--- src/rtl/cascade_timer_pkg.sv ---
package cascade_timer_pkg;
  localparam int DATA_W = 8;
  localparam int CNT_W = 2 * DATA_W;
  localparam int ADDR_W = 3;
  localparam int NUM_TMR = 2;

  localparam logic [ADDR_W-1:0] OFS_A_LO = 3'd0;
  localparam logic [ADDR_W-1:0] OFS_A_HI = 3'd1;
  localparam logic [ADDR_W-1:0] OFS_B_LO = 3'd2;
  localparam logic [ADDR_W-1:0] OFS_B_HI = 3'd3;
  localparam logic [ADDR_W-1:0] OFS_CTL_A = 3'd4;
  localparam logic [ADDR_W-1:0] OFS_CTL_B = 3'd5;
  localparam logic [ADDR_W-1:0] OFS_IRQ = 3'd6;

  localparam int BIT_RUN = 0;
  localparam int BIT_ONESHOT = 3;
  localparam int BIT_CASCADE = 6;
  localparam int BIT_SETCLR = 7;

  typedef struct packed {
    logic [NUM_TMR-1:0] wrLo;
    logic [NUM_TMR-1:0] wrHi;
    logic [NUM_TMR-1:0] wrCtl;
    logic [DATA_W-1:0]  wrData;
  } tmr_strobe_t;
endpackage

--- src/rtl/timer_channel.sv ---
module timer_channel
  import cascade_timer_pkg::*;
#(
  parameter bit HAS_CASCADE = 1'b0
) (
  input  logic              clk,
  input  logic              rstN,
  input  logic              tickEn,
  input  logic              cascadeIn,
  input  logic              wrLo,
  input  logic              wrHi,
  input  logic              wrCtl,
  input  logic [DATA_W-1:0] wrData,
  output logic [CNT_W-1:0]  count,
  output logic [DATA_W-1:0] ctlRead,
  output logic              underflow
);
  logic [CNT_W-1:0] latchVal;
  logic             runBit;
  logic             oneShot;
  logic             cascadeSel;
  logic             countEn;
  logic             hiLoads;

  generate
    if (HAS_CASCADE) begin : g_casc
      always_ff @(posedge clk) begin
        if (!rstN) cascadeSel <= 1'b0;
        else if (wrCtl) cascadeSel <= wrData[BIT_CASCADE];
      end
      assign countEn = cascadeSel ? cascadeIn : tickEn;
    end else begin : g_plain
      assign cascadeSel = 1'b0;
      assign countEn = tickEn;
    end
  endgenerate

  assign underflow = runBit && countEn && (count == '0);
  assign hiLoads = wrHi && (!runBit || oneShot);

  always_ff @(posedge clk) begin
    if (!rstN) begin
      latchVal <= '0;
    end else begin
      if (wrLo) latchVal[DATA_W-1:0] <= wrData;
      if (wrHi) latchVal[CNT_W-1:DATA_W] <= wrData;
    end
  end

  always_ff @(posedge clk) begin
    if (!rstN) begin
      count <= '0;
    end else if (hiLoads) begin
      count <= {wrData, latchVal[DATA_W-1:0]};
    end else if (runBit && countEn) begin
      count <= (count == '0) ? latchVal : count - 1'b1;
    end
  end

  always_ff @(posedge clk) begin
    if (!rstN) begin
      runBit  <= 1'b0;
      oneShot <= 1'b0;
    end else if (wrCtl) begin
      runBit  <= wrData[BIT_RUN];
      oneShot <= wrData[BIT_ONESHOT];
    end else if (wrHi && oneShot) begin
      runBit <= 1'b1;
    end else if (underflow && oneShot) begin
      runBit <= 1'b0;
    end
  end

  always_comb begin
    ctlRead = '0;
    ctlRead[BIT_RUN] = runBit;
    ctlRead[BIT_ONESHOT] = oneShot;
    ctlRead[BIT_CASCADE] = cascadeSel;
  end

  // a running, enabled, nonzero counter steps down by one
  a_r2_decrement: assert property (@(posedge clk) disable iff (!rstN)
    (runBit && countEn && count != '0 && !wrHi) |=> count == $past(count) - 1'b1);
  // no enable, no write, no change
  a_r2_hold: assert property (@(posedge clk) disable iff (!rstN)
    (!countEn && !wrHi) |=> $stable(count));
  // underflow reloads from the latch
  a_r4_reload: assert property (@(posedge clk) disable iff (!rstN)
    (underflow && !wrHi && !wrLo) |=> count == $past(latchVal));
  // single-shot stops at underflow
  a_r5_oneshot_stop: assert property (@(posedge clk) disable iff (!rstN)
    (underflow && oneShot && !wrCtl && !wrHi) |=> !runBit);
  // high-byte write starts a single-shot timer
  a_r5_hi_start: assert property (@(posedge clk) disable iff (!rstN)
    (wrHi && oneShot && !wrCtl) |=> runBit);
endmodule

--- src/rtl/timer_datapath.sv ---
module timer_datapath
  import cascade_timer_pkg::*;
(
  input  logic              clk,
  input  logic              rstN,
  input  logic              tickEn,
  input  tmr_strobe_t       strobes,
  output logic [CNT_W-1:0]  countA,
  output logic [CNT_W-1:0]  countB,
  output logic [DATA_W-1:0] ctlA,
  output logic [DATA_W-1:0] ctlB,
  output logic              uflA,
  output logic              uflB
);
  timer_channel #(.HAS_CASCADE(1'b0)) chanA_i (
    .clk(clk), .rstN(rstN), .tickEn(tickEn), .cascadeIn(1'b0),
    .wrLo(strobes.wrLo[0]), .wrHi(strobes.wrHi[0]), .wrCtl(strobes.wrCtl[0]),
    .wrData(strobes.wrData), .count(countA), .ctlRead(ctlA), .underflow(uflA)
  );

  timer_channel #(.HAS_CASCADE(1'b1)) chanB_i (
    .clk(clk), .rstN(rstN), .tickEn(tickEn), .cascadeIn(uflA),
    .wrLo(strobes.wrLo[1]), .wrHi(strobes.wrHi[1]), .wrCtl(strobes.wrCtl[1]),
    .wrData(strobes.wrData), .count(countB), .ctlRead(ctlB), .underflow(uflB)
  );

  // in cascade mode, timer B holds whenever timer A does not underflow
  a_r7_cascade_hold: assert property (@(posedge clk) disable iff (!rstN)
    (ctlB[BIT_CASCADE] && !uflA && !strobes.wrHi[1] && !strobes.wrCtl[1]) |=> $stable(countB));
endmodule

--- src/rtl/timer_ctrl.sv ---
module timer_ctrl
  import cascade_timer_pkg::*;
(
  input  logic              clk,
  input  logic              rstN,
  input  logic              busSel,
  input  logic              busWr,
  input  logic              busRd,
  input  logic [ADDR_W-1:0] busAddr,
  input  logic [DATA_W-1:0] busWdata,
  input  logic [CNT_W-1:0]  countA,
  input  logic [CNT_W-1:0]  countB,
  input  logic [DATA_W-1:0] ctlA,
  input  logic [DATA_W-1:0] ctlB,
  input  logic              uflA,
  input  logic              uflB,
  output tmr_strobe_t       strobes,
  output logic [DATA_W-1:0] busRdata,
  output logic              irqOut
);
  logic [NUM_TMR-1:0] pendFlags;
  logic [NUM_TMR-1:0] irqMask;
  logic [NUM_TMR-1:0] uflVec;
  logic               wrEn;
  logic               wrIrq;
  logic               rdStatus;
  logic               anyActive;

  assign wrEn = busSel && busWr;
  assign wrIrq = wrEn && (busAddr == OFS_IRQ);
  assign rdStatus = busSel && busRd && (busAddr == OFS_IRQ);
  assign uflVec = {uflB, uflA};

  always_comb begin
    strobes = '0;
    strobes.wrData = busWdata;
    strobes.wrLo[0] = wrEn && (busAddr == OFS_A_LO);
    strobes.wrHi[0] = wrEn && (busAddr == OFS_A_HI);
    strobes.wrLo[1] = wrEn && (busAddr == OFS_B_LO);
    strobes.wrHi[1] = wrEn && (busAddr == OFS_B_HI);
    strobes.wrCtl[0] = wrEn && (busAddr == OFS_CTL_A);
    strobes.wrCtl[1] = wrEn && (busAddr == OFS_CTL_B);
  end

  always_ff @(posedge clk) begin
    if (!rstN) begin
      pendFlags <= '0;
    end else begin
      pendFlags <= (rdStatus ? '0 : pendFlags) | uflVec;
    end
  end

  always_ff @(posedge clk) begin
    if (!rstN) begin
      irqMask <= '0;
    end else if (wrIrq) begin
      if (busWdata[BIT_SETCLR]) irqMask <= irqMask | busWdata[NUM_TMR-1:0];
      else irqMask <= irqMask & ~busWdata[NUM_TMR-1:0];
    end
  end

  assign anyActive = |(pendFlags & irqMask);
  assign irqOut = anyActive;

  always_comb begin
    busRdata = '0;
    case (busAddr)
      OFS_A_LO:  busRdata = countA[DATA_W-1:0];
      OFS_A_HI:  busRdata = countA[CNT_W-1:DATA_W];
      OFS_B_LO:  busRdata = countB[DATA_W-1:0];
      OFS_B_HI:  busRdata = countB[CNT_W-1:DATA_W];
      OFS_CTL_A: busRdata = ctlA;
      OFS_CTL_B: busRdata = ctlB;
      OFS_IRQ: begin
        busRdata[NUM_TMR-1:0] = pendFlags;
        busRdata[BIT_SETCLR] = anyActive;
      end
      default:   busRdata = '0;
    endcase
  end

  // a status read leaves only flags raised in that same cycle
  a_r9_read_clears: assert property (@(posedge clk) disable iff (!rstN)
    rdStatus |=> pendFlags == $past(uflVec));
  // an underflow always raises its flag
  a_r9_flag_set: assert property (@(posedge clk) disable iff (!rstN)
    uflA |=> pendFlags[0]);
  // set-type write enables the given bits
  a_r8_mask_set: assert property (@(posedge clk) disable iff (!rstN)
    (wrIrq && busWdata[BIT_SETCLR]) |=> (irqMask & $past(busWdata[NUM_TMR-1:0])) == $past(busWdata[NUM_TMR-1:0]));
  // clear-type write disables the given bits
  a_r8_mask_clr: assert property (@(posedge clk) disable iff (!rstN)
    (wrIrq && !busWdata[BIT_SETCLR]) |=> (irqMask & $past(busWdata[NUM_TMR-1:0])) == '0);
endmodule

--- src/rtl/cascade_timer_pair.sv ---
module cascade_timer_pair
  import cascade_timer_pkg::*;
(
  input  logic              clk,
  input  logic              rstN,
  input  logic              tickEn,
  input  logic              busSel,
  input  logic              busWr,
  input  logic              busRd,
  input  logic [ADDR_W-1:0] busAddr,
  input  logic [DATA_W-1:0] busWdata,
  output logic [DATA_W-1:0] busRdata,
  output logic              irqOut
);
  tmr_strobe_t       strobes;
  logic [CNT_W-1:0]  countA;
  logic [CNT_W-1:0]  countB;
  logic [DATA_W-1:0] ctlA;
  logic [DATA_W-1:0] ctlB;
  logic              uflA;
  logic              uflB;

  timer_ctrl ctrl_i (
    .clk(clk), .rstN(rstN), .busSel(busSel), .busWr(busWr), .busRd(busRd),
    .busAddr(busAddr), .busWdata(busWdata), .countA(countA), .countB(countB),
    .ctlA(ctlA), .ctlB(ctlB), .uflA(uflA), .uflB(uflB), .strobes(strobes),
    .busRdata(busRdata), .irqOut(irqOut)
  );

  timer_datapath dp_i (
    .clk(clk), .rstN(rstN), .tickEn(tickEn), .strobes(strobes),
    .countA(countA), .countB(countB), .ctlA(ctlA), .ctlB(ctlB),
    .uflA(uflA), .uflB(uflB)
  );
endmodule

--- config.mk ---
export PLATFORM = sky130hd
export DESIGN_NAME = cascade_timer_pair
export DESIGN_NICKNAME = d
export VERILOG_FILES = /design/src/rtl/cascade_timer_pkg.sv /design/src/rtl/timer_channel.sv /design/src/rtl/timer_datapath.sv /design/src/rtl/timer_ctrl.sv /design/src/rtl/cascade_timer_pair.sv
export SDC_FILE = /design/constraint.sdc
export NUM_CORES = 1
export LEC_CHECK = 0
export ABC_AREA = 1
export BUFFER_PORTS_ARGS = -buffer_cell sky130_fd_sc_hd__buf_2
export CAP_MARGIN = 5
export CORE_MARGIN = 2
export CORE_UTILIZATION = 40
export CTS_CLUSTER_SIZE = 25
export DETAILED_ROUTE_END_ITERATION = 10
export GPL_TIMING_DRIVEN = 0
export PLACE_DENSITY = 0.54
export SKIP_LAST_GASP = 1
export SLEW_MARGIN = 10
export SYNTH_ARGS = -nofsm -noshare
export SYNTH_HDL_FRONTEND = slang
export SYNTH_SLANG_ARGS = --single-unit
export TNS_END_PERCENT = 30
--- constraint.sdc ---
create_clock -name clk -period 1.7 [get_ports clk]
set_input_delay 0.085 -clock clk [delete_from_list [all_inputs] [get_ports clk]]
set_output_delay 0.085 -clock clk [all_outputs]
set_load 0.02 [all_outputs]
==> key figures, run 1 <==
Status
  – Status: finished, final reports clean

Critical path
  – Crit-path cells: nor2_4 -> nand2_2 -> nor2_4 -> nand3_4 -> nand2_4 -> nand2_8 -> nand2_8 -> buf_4 -> o21ai_1 -> nor2_1 -> nor2_1
  – CP Data Required Time: about 2.0 ns
  – CP Launch Type: flop
  – CP Class: flop to flop
  – Critical path buffer and inverter count: 1
  – Critical path peak fanout: 7
  – CP max-delay cell: dfxtp_2
  – CP max stage delay: roughly 0.36 ns
  – CP Capture Type: flop
  – Reg2Reg Setup Slack: 0.03 ns
  – Reg-to-reg endpoint: dp_i.chanB_i.count[10]
  – Cell family with most CP delay: simple AND/OR/NAND/NOR gates
  – CP arrival: slightly below 2 ns
  – FF-to-FF Start: dp_i.chanA_i.count[5]
  – R2R cell count: 11

Synthesis
  – Largest area contributor in the netlist: dfxtp_1
  – Most frequent cell after synthesis: nand2_1
  – Mapped Avg Cell Area: 6.379 µm²
  – Post-synth top cells: nand2_1, nor2_1, inv_1
  – Async S/R FF share, synth: 0%
  – Synth area leaders: dfxtp_1, nand2_1, nor2_1
  – Top-area cell type share of the netlist area: between 30% and 40%
  – Mapped cell area: 4287 µm²
  – Post-synth EDFFs: 0
  – Synthesized Nets: roughly 690
  – Main synth FF type: dfxtp_1
  – Yosys reg bits: 73
  – Unique masters post-synth: 34
  – Gate count of the mapped netlist: 672
  – Synth warn: 0
  – Seq/Total Area, Yosys: around a third

Pwr
  – PD cells: about 1200 nW/µm²
  – Switching power: about 2.7 mW
  – Sw Share: 41.70%
  – Leakage power: roughly 2.3 nW
  – Total power: 6.524 mW
  – Logic pwr share: between 40% and 50%
  – Clock network fraction of total power: 24.0%
  – Maximum VDD drop: roughly 0.00053 V
  – Internal power: between 3 and 4 mW
  – Flop pwr share: just over 30%

Placement
  – Gpl congestion: 0.9498
  – Post-Place Setup Slack: -0.3514 ns
  – Port Buf Inserts: 24
  – DP HPWL: 10970 µm
  – Placed cell area: 4577 µm²

Clock network
  – Skew-Pair Late Insertion Delay: about 0.37 ns
  – Total CTS buffers: 9
  – TritonCTS clock tree: yes
  – # H-tree levels: 3
  – CTS max path bufs: 2
  – Clock root cell: clkbuf_8
  – Hold_buf cts: 0
  – Worst-path clk slew: roughly 0.1 ns
  – Clock Sinks: 73

STA
  – Endpoints failing setup: 0
  – RSZ-0062 raised after global routing: yes
  – Final Hold Fails: 0
  – Fin. max-slew vios: 0
  – Worst setup margin: roughly 0.029 ns
  – Worst-margin pin slew: 0.7263 ns
  – Achievable Freq: ~600 MHz
  – Slew HR: between 50% and 60%
  – Worst hold slack: between 0.01 and 0.015 ns
  – Min Clock Period, post-route: approximately 1.7 ns
  – Period utilization: between 90% and 100%
  – Clock Skews: 0.02173 ns

Routing
  – Vias/cell: between 5 and 6
  – DRT iter0 DRCs: between 300 and 400
  – DRT Pass-1 Iters: 5
  – Total number of vias: ~4700
  – Residual DRC count: 0
  – Routed Antenna Nets: 0
  – DR WL/cell: approximately 18 µm
  – Detailed Route WL: between 15000 and 20000 µm

Worst hold path
  – Hold Crit Class: input pin to flop
  – Hold Path End: dp_i.chanA_i.latchVal[2]
  – Hold Path Origin: busWdata[2]
  – Min-Delay Path Depth: 3

Finish
  – Final Net Count: ~750
  – Final instance area: between 5000 and 6000 µm²
  – Fillers: roughly 1100
  – Register area: roughly 1500 µm²
  – Diodes inserted: 0
  – Finished Core Util: between 50 and 60%
  – Syn-to-layout area delta: 23.09%
  – Layout cells sized above 1: 20.16%
  – Area of the multi-input gates: roughly 2600 µm²

Die
  – Die area: 11560 µm²
  – Die width: roughly 110 µm
  – # rows: 37
  – IO Pins: 26
  – Initial Util: about two fifths
  – Core area: 10370 µm²
  – Die height: between 100 and 150 µm

GRT
  – Initial antenna violation count: 0
  – Total GRT Usage: 26.76%
  – Largest net degree at the start of global routing: 14
  – First-pass GRT wire length: roughly 23000 µm
  – Overflow after GRT: 0
  – Vias in the first global route: 4184

Run
  – Max-Cap Viols: 0
==> worst register-to-register path, delay by kind of cell (launching register included) <==
family,cells,cell delay [ns]
compound gates,1,0.05
buf+inv,1,0.11
simple gates,9,1.06
flops,1,0.36
==> area by class of cell <==
type                    count  area share, %
multi-input cells         488          49.63
repair buffers             41          5.407
well taps                 136          3.225
flip-flops and latches     73          28.36
clock inverters             7          1.779
inverters                  89          6.426
clock buffers               9          2.348
plain buffers              22          2.822
==> placed cells by master, fill, tap and decap left out, types with 3 or more instances in the layout <==
cell and n:
xor2_1 4, nor2_4 11, buf_4 16, a22oi_1 4
o21ai_0 61, buf_6 5, nand3b_1 3, clkbuf_1 10
o211ai_1 10, nand2_4 5, clkbuf_8 9, nor2_2 11
dfxtp_2 13, dfxtp_4 5, nor3_1 3, o21ai_1 7
nand2_2 10, inv_2 5, xnor2_1 4, a21oi_1 63
o22ai_1 11, buf_2 28, nand3_1 51, inv_1 81
nand2_1 125, nor2_1 77, dfxtp_1 55, o221ai_1 5
==> metrics by stage <==
step           std cells  setup TNS (ns)
2_1_floorplan        672               0
3_3_place_gp         832          -5.885
3_5_place_dp         832          -5.548
4_1_cts              851        -0.06548
5_1_grt              865         -0.5000
6_report             865               0
==> power groups by stage <==
| stage | combinational (mW) | sequential [mW] | clock [mW] |
|---|---|---|---|
| 5_1_grt | 3.29 | 1.99 | 1.67 |
| 4_1_cts | 2.48 | 1.95 | 1.58 |
| 2_1_floorplan | 1.81 | 1.93 | 0 |
| 3_5_place_dp | 2.36 | 1.98 | 0 |
| 3_3_place_gp | 2.36 | 1.98 | 0 |
| 6_report | 2.98 | 1.98 | 1.57 |
==> worst max-delay path by stage <==
stage | from | end | cells after the start | slack [ns]
final | dp_i.chanA_i.count[5] | dp_i.chanB_i.count[10] | 11 | 0.03
after global placement | dp_i.chanB_i.count[0] | dp_i.chanB_i.count[8] | 10 | -0.43
after CTS | dp_i.chanA_i.count[0] | dp_i.chanA_i.count[6] | 10 | -0.02
after floorplan | dp_i.chanB_i.count[0] | dp_i.chanB_i.count[8] | 10 | 0.01
after detailed placement | dp_i.chanB_i.count[0] | dp_i.chanB_i.count[8] | 10 | -0.35
after global routing | dp_i.chanB_i.count[1] | dp_i.chanB_i.count[9] | 11 | -0.05
==> cells by family after synthesis <==
group / share of synthesized area [%]
simple gates: 30.79
xor+xnor: 1.634
fa+ha+maj: 1.168
buf+inv: 10.54
flops: 34.09
compound gates: 21.77
==> sequential cells by signal, indices dropped and copies added (netlist names), named ones only <==
signal                   count
dp_i.chanA_i.runBit          1
ctrl_i.pendFlags             2
dp_i.chanB_i.runBit          1
dp_i.chanA_i.oneShot         1
dp_i.chanB_i.count          16
dp_i.chanA_i.count          16
dp_i.chanA_i.latchVal       16
dp_i.chanB_i.oneShot         1
dp_i.chanB_i.latchVal       16
dp_i.chanB_i.cascadeSel      1
==> routing by layer <==
metal / wire length (µm) / track usage [%] / vias up
met1: 7343 / 40.04 / 2157
met4: 282 / 8.242 / 0
li1: - / - / 2329
met2: 6524 / 38.36 / 181
met3: 1221 / 5.266 / 18
met5: 0 / 0 / -
==> repair_timing <==
action                                  CTS  global route
cloned                                    0             4
resized for setup                        20            87
pin swaps                                 5            22
endpoints found under the setup margin   31            32
buffers inserted                          3            10
Note: power is estimated with default switching activity, not from simulation.
==> run 2, diff against run 1 <==
CTS_BUF_LIST = sky130_fd_sc_hd__clkbuf_16   (was not set)
==> run 2 against run 1 <==
- combinational power barely moved
- total power up 8.1%
- clock skew shrank 0.0090 ns
- via count up 1.6%
- sequential power about the same
- clock power grew 32%
- hold slack improved by 0.030 ns
==> key figures, run 2 (same netlist as run 1, synthesis figures left out) <==
Worst hold path
  – Hold Path Origin: busWdata[2]
  – Hold Crit Class: input pin to flop

Die
  – # rows: 37 (unchanged)
  – Die height: 107.5 µm (unchanged)
  – Die width: 107.5 µm (unchanged)
  – Initial Util: 41.34% (unchanged)
  – IO Pins: 26 (unchanged)
  – Die area: 11560 µm² (unchanged)
  – Core area: 10370 µm² (unchanged)

Finish
  – Final instance area: 5386 µm² (+2.1%)
  – Syn-to-layout area delta: 25.66%
  – Non-Filler Instances: 868 (+0.35%)
  – Final Net Count: 748 (+0.40%)
  – Layout cells sized above 1: 20.36% (+0.19 points)
  – Most frequent cells in the layout: nand2_1, inv_1, nor2_1
  – Diodes inserted: 0 (unchanged)
  – Commonest non-fill, non-tap cell in the layout: nand2_1
  – Finished Core Util: 51.94% (+1.1 points)

Routing
  – Detailed Route WL: 15570 µm (+1.3%)
  – Routed Antenna Nets: 0 (unchanged)
  – Vias/cell: 5.483 (+1.2%)
  – DR WL/cell: 17.94 µm (+0.94%)
  – Residual DRC count: 0 (unchanged)
  – Total number of vias: 4759 (+1.6%)
  – DRT Pass-1 Iters: 8 (+3)
  – DRT iter0 DRCs: 442 (+19%)

STA
  – Slew HR: 51.05% (-0.53 points)
  – Endpoints failing setup: 0 (unchanged)
  – Achievable Freq: 599.3 MHz (+0.14%)
  – Fin. max-slew vios: 0 (unchanged)
  – Min Clock Period, post-route: 1.669 ns (-0.002278 ns)
  – Clock Skews: 0.01271 ns (-0.009023 ns)
  – RSZ-0062 raised after global routing: yes
  – Final Hold Fails: 0 (unchanged)
  – Worst-margin pin slew: 0.7342 ns (+0.007922 ns)
  – Period utilization: 98.15% (-0.13 points)

GRT
  – First-pass GRT wire length: 23630 µm (+1.2%)
  – Overflow after GRT: 0 (unchanged)
  – Initial antenna violation count: 0 (unchanged)
  – Total GRT Usage: 26.92% (+0.17 points)
  – Vias in the first global route: 4236 (+1.2%)
  – Largest net degree at the start of global routing: 14 (unchanged)

Critical path
  – R2R cell count: 10 (-1)
  – FF-to-FF Start: dp_i.chanA_i.count[0]
  – CP Capture Type: flop
  – CP startpoint: dp_i.chanA_i.count[0]
  – Critical path peak fanout: 3 (-4)
  – Reg2Reg Setup Slack: 0.03 ns (about the same)
  – Critical Path End: dp_i.chanB_i.runBit
  – CP Launch Type: flop
  – Reg-to-reg endpoint: dp_i.chanB_i.runBit
  – CP Data Required Time: 1.93 ns (-0.04 ns)
  – CP Class: flop to flop
  – CP arrival: 1.90 ns (-0.05 ns)

Clock network
  – Skew-Pair Late Insertion Delay: 0.34 ns (-0.03 ns)
  – Clock Sinks: 73 (unchanged)
  – Total CTS buffers: 9 (unchanged)
  – Hold_buf cts: 0 (unchanged)
  – CTS max path bufs: 2 (unchanged)
  – TritonCTS clock tree: yes
  – Clock root cell: clkbuf_16
  – Worst-path clk slew: 0.06 ns (-0.04 ns)
  – # H-tree levels: 3 (unchanged)

Run
  – Max-Cap Viols: 0 (unchanged)

Placement
  – Gpl congestion: 0.9498 (unchanged)
  – Placed cell area: 4577 µm² (unchanged)
  – Port Buf Inserts: 24 (unchanged)
  – Placed instance count: 832 (unchanged)
  – DP HPWL: 10970 µm (unchanged)

Pwr
  – PD cells: 1309 nW/µm² (+5.9%)
  – Leakage power: 2.393 nW (+3.0%)
  – Total power: 7.053 mW (+8.1%)
  – Maximum VDD drop: 0.0004303 V (-18%)

Status
  – Status: finished, final reports clean
-- run 2: critical path: stages, from the launching register on --
cell	delay [ns]
dfxtp_2	0.32
inv_2	0.08
ha_4	0.15
nand2_4	0.06
nor2_4	0.18
nand3_4	0.12
buf_4	0.17
a21oi_2	0.15
nand2_1	0.13
a21oi_2	0.15
nor2_1	0.04
-- run 2: how the worst min path moves through the flow --
stage | to | slack (ns) | cells after the start
6_report | dp_i.chanA_i.latchVal[2] | 0.04 | 3
5_1_grt | flop | 0.06 | 2
4_1_cts | flop | 0.05 | 2
3_5_place_dp | flop | 0.40 | 2
3_3_place_gp | dp_i.chanA_i.latchVal[2] | 0.38 | 3
2_1_floorplan | flop | 0.19 | 1
-- run 2: report_power, final --
group / total (mW) / internal (mW) / switching [mW]
Combinational: 3.00 / 1.15 / 1.84
Sequential: 1.98 / 1.83 / 0.156
Clock: 2.07 / 1.29 / 0.788
-- run 2: metrics by stage --
stage	hold WS [ns]	setup WS (ns)	TNS, ns
after CTS	0.05136	-0.01107	-0.04851
after global routing	0.06344	-0.06494	-0.7127
after detailed placement	0.3983	-0.3514	-5.548
after floorplan	0.1938	0.01039	0
after global placement	0.3849	-0.4254	-5.885
final	0.04425	0.03139	0
-- run 2: area by class of cell --
type / count / area (µm²)
Buffer: 22 / 145.1
Clock buffer: 9 / 225.2
Clock inverter: 7 / 93.84
Fill cell: 1041 / 4984
Inverter: 89 / 339.1
Multi-Input combinational cell: 488 / 2616
Sequential cell: 73 / 1489
Tap cell: 136 / 170.2
Timing Repair Buffer: 44 / 307.8
-- run 2: layer usage --
layer	share of wire (%)	wire length [µm]	global-route usage, %	vias up
li1	-	-	-	2331
met1	47	7291	40.12	2215
met2	43	6663	39.08	192
met3	8.5	1331	5.811	21
met4	1.8	282	6.960	0
met5	0	0	0	-
-- run 2: repair_timing --
| item | CTS | global route |
|---|---|---|
| buffers inserted | 3 | 13 |
| gates resized for setup | 20 | 80 |
| pin swaps | 5 | 22 |
| endpoints found under the setup margin | 31 | 32 |
| cloned | 0 | 4 |
==> run 3, diff against run 2 <==
CORE_ASPECT_RATIO = 0.5   (was not set)
==> run 3 against run 2 <==
- combinational power fell by 8.0%
- critical path depth fell by 7
- register-to-register slack barely moved
- largest cell class unchanged
- the run now ends with negative setup slack left
- maximum frequency fell by 4.9%
- clock power rose by 5%
- clock skew fell by 0.0055 ns
- wire length fell by 3.2%
- largest power group unchanged
- via count fell by 2.2%
- non-clock buffer count fell by 5
- sequential power barely moved
- die area rose by 0.44%
==> key figures, run 3 (same netlist as run 1, synthesis figures left out) <==
Routing
  – Total number of vias: 4655 (-2.2%)
  – Vias/cell: 5.369 (-2.1%)
  – DR WL/cell: 17.39 µm (-3.1%)
  – Detailed Route WL: 15080 µm (-3.2%)
  – DRT iter0 DRCs: 324 (-27%)
  – Routed Antenna Nets: 0 (unchanged)
  – Residual DRC count: 0 (unchanged)
  – DRT Pass-1 Iters: 5 (-3)

Finish
  – Layout cells sized above 1: 17.61% (-2.7 points)
  – Commonest non-fill, non-tap cell in the layout: nand2_1
  – Final instance area: 5273 µm² (-2.1%)
  – Diodes inserted: 0 (unchanged)
  – Most frequent cells in the layout: nand2_1, inv_1, nor2_1
  – Fillers: 1059 (+1.7%)
  – Syn-to-layout area delta: 23.00%
  – Final Net Count: 743 (-0.67%)

GRT
  – Total GRT Usage: 26.40% (-0.52 points)
  – Largest net degree at the start of global routing: 13 (-1)
  – Vias in the first global route: 4161 (-1.8%)
  – Overflow after GRT: 0 (unchanged)
  – Initial antenna violation count: 0 (unchanged)
  – First-pass GRT wire length: 23150 µm (-2.0%)

Placement
  – Placed cell area: 4582 µm² (+0.11%)
  – Gpl congestion: 0.9388 (-1.2%)
  – Port Buf Inserts: 24 (unchanged)
  – DP HPWL: 11060 µm (+0.87%)

Pwr
  – Total power: 6.919 mW (-1.9%)
  – Maximum VDD drop: 0.0006632 V (+54%)
  – Leakage power: 2.348 nW (-1.9%)
  – PD cells: 1312 nW/µm² (+0.22%)

Die
  – # rows: 26 (-30%)
  – IO Pins: 26 (unchanged)
  – Core area: 10310 µm² (-0.55%)
  – Die height: 77.20 µm (-28%)
  – Die area: 11610 µm² (+0.44%)
  – Initial Util: 41.57% (+0.23 points)
  – Die width: 150.4 µm (+40%)

Clock network
  – Hold_buf cts: 0 (unchanged)
  – Total CTS buffers: 9 (unchanged)
  – Skew-Pair Late Insertion Delay: 0.34 ns (about the same)
  – Clock root cell: clkbuf_16
  – CTS max path bufs: 2 (unchanged)
  – # H-tree levels: 3 (unchanged)
  – Clock Sinks: 73 (unchanged)
  – Worst-path clk slew: 0.06 ns (about the same)
  – TritonCTS clock tree: yes

STA
  – Achievable Freq: 569.9 MHz (-4.9%)
  – Final Hold Fails: 0 (unchanged)
  – Clock Skews: 0.007252 ns (-0.005458 ns)
  – Worst-margin pin slew: 0.7715 ns (+0.03732 ns)
  – Worst hold slack: 0.04414 ns (-0.0001114 ns)
  – Endpoints failing setup: 2 (+2)
  – Slew HR: 48.57% (-2.5 points)
  – Period utilization: 103.2% (+5.1 points)
  – Worst setup margin: -0.05456 ns (-0.08594 ns)
  – Min Clock Period, post-route: 1.755 ns (+0.08594 ns)
  – RSZ-0062 raised after global routing: yes
  – Setup tns final: -0.09970 ns (-0.09970 ns)
  – Fin. max-slew vios: 0 (unchanged)

Status
  – Violated checks: negative setup slack
  – Status: complete, but fails checks

Critical path
  – CP Class: flop to output pin
  – CP arrival: 1.67 ns (-0.23 ns)
  – CP Capture Type: output pin
  – CP Data Required Time: 1.62 ns (-0.31 ns)
  – Critical path peak fanout: 6 (+3)
  – CP Launch Type: flop

Worst hold path
  – Hold Crit Class: input pin to flop

Run
  – Max-Cap Viols: 0 (unchanged)
run 3: changes by cell type in the layout (fill, tap and decap cells not counted), moves of 3 or more:
cell     previous run  this run
dfxtp_1            57        62
nor2_2             13        10
dfxtp_2            13         9
nor2_1             75        80
run 3: final timing paths:
check / start / end / slack, ns / cells after the start
setup reg to reg: dp_i.chanA_i.count[0] / dp_i.chanA_i.count[14] / 0.04 / 11
hold reg to reg: flop / flop / 0.46 / 2
setup / recovery: dp_i.chanB_i.count[12] / busRdata[4] / -0.05 / 3
hold / removal: busWdata[0] / flop / 0.04 / 2
run 3: per-layer routing:
metal  wire (µm)  up-vias  track usage (%)
li1            -     2308                -
met1        7486     2176            39.54
met2        6264      163            38.05
met3        1233        8            6.369
met4          91        0            5.189
met5           0        -                0
run 3: where the power goes:
group	leakage [nW]	total (mW)	switching [mW]	internal [mW]
logic	1.59	2.76	1.73	1.03
clock network	0.164	2.18	0.761	1.42
registers	0.598	1.98	0.151	1.83
run 3: final cells by class:
cell class	instances	area [µm²]	share of cell area (%)
clock inverters	7	110.1	2.088
multi-input cells	488	2565	48.65
inverters	89	341.6	6.478
clock buffers	9	225.2	4.271
well taps	140	175.2	3.322
plain buffers	22	137.6	2.610
flip-flops and latches	73	1480	28.07
repair buffers	39	237.7	4.509
run 3: through the flow:
step / cells / utilization, % / setup slack [ns]
6_report: 867 / 51.13 / -0.05456
5_1_grt: 867 / 51.13 / -0.1211
4_1_cts: 857 / 48.68 / -0.02310
3_5_place_dp: 836 / 44.43 / -0.3502
3_3_place_gp: 836 / 44.43 / -0.3213
2_1_floorplan: 672 / - / 0.01039
run 3: what timing repair did:
item | 4_1_cts | 5_1_grt
setup buffers | 5 | 7
setup endpoints to repair | 33 | 33
cloned | 0 | 3
resized for setup | 23 | 58
pin swaps | 8 | 14
run 3: worst max-delay path, stage by stage, from the launching register on:
cell and delay [ns]:
dfxtp_2 0.36, a22oi_1 0.50, o221ai_1 0.25, buf_2 0.21
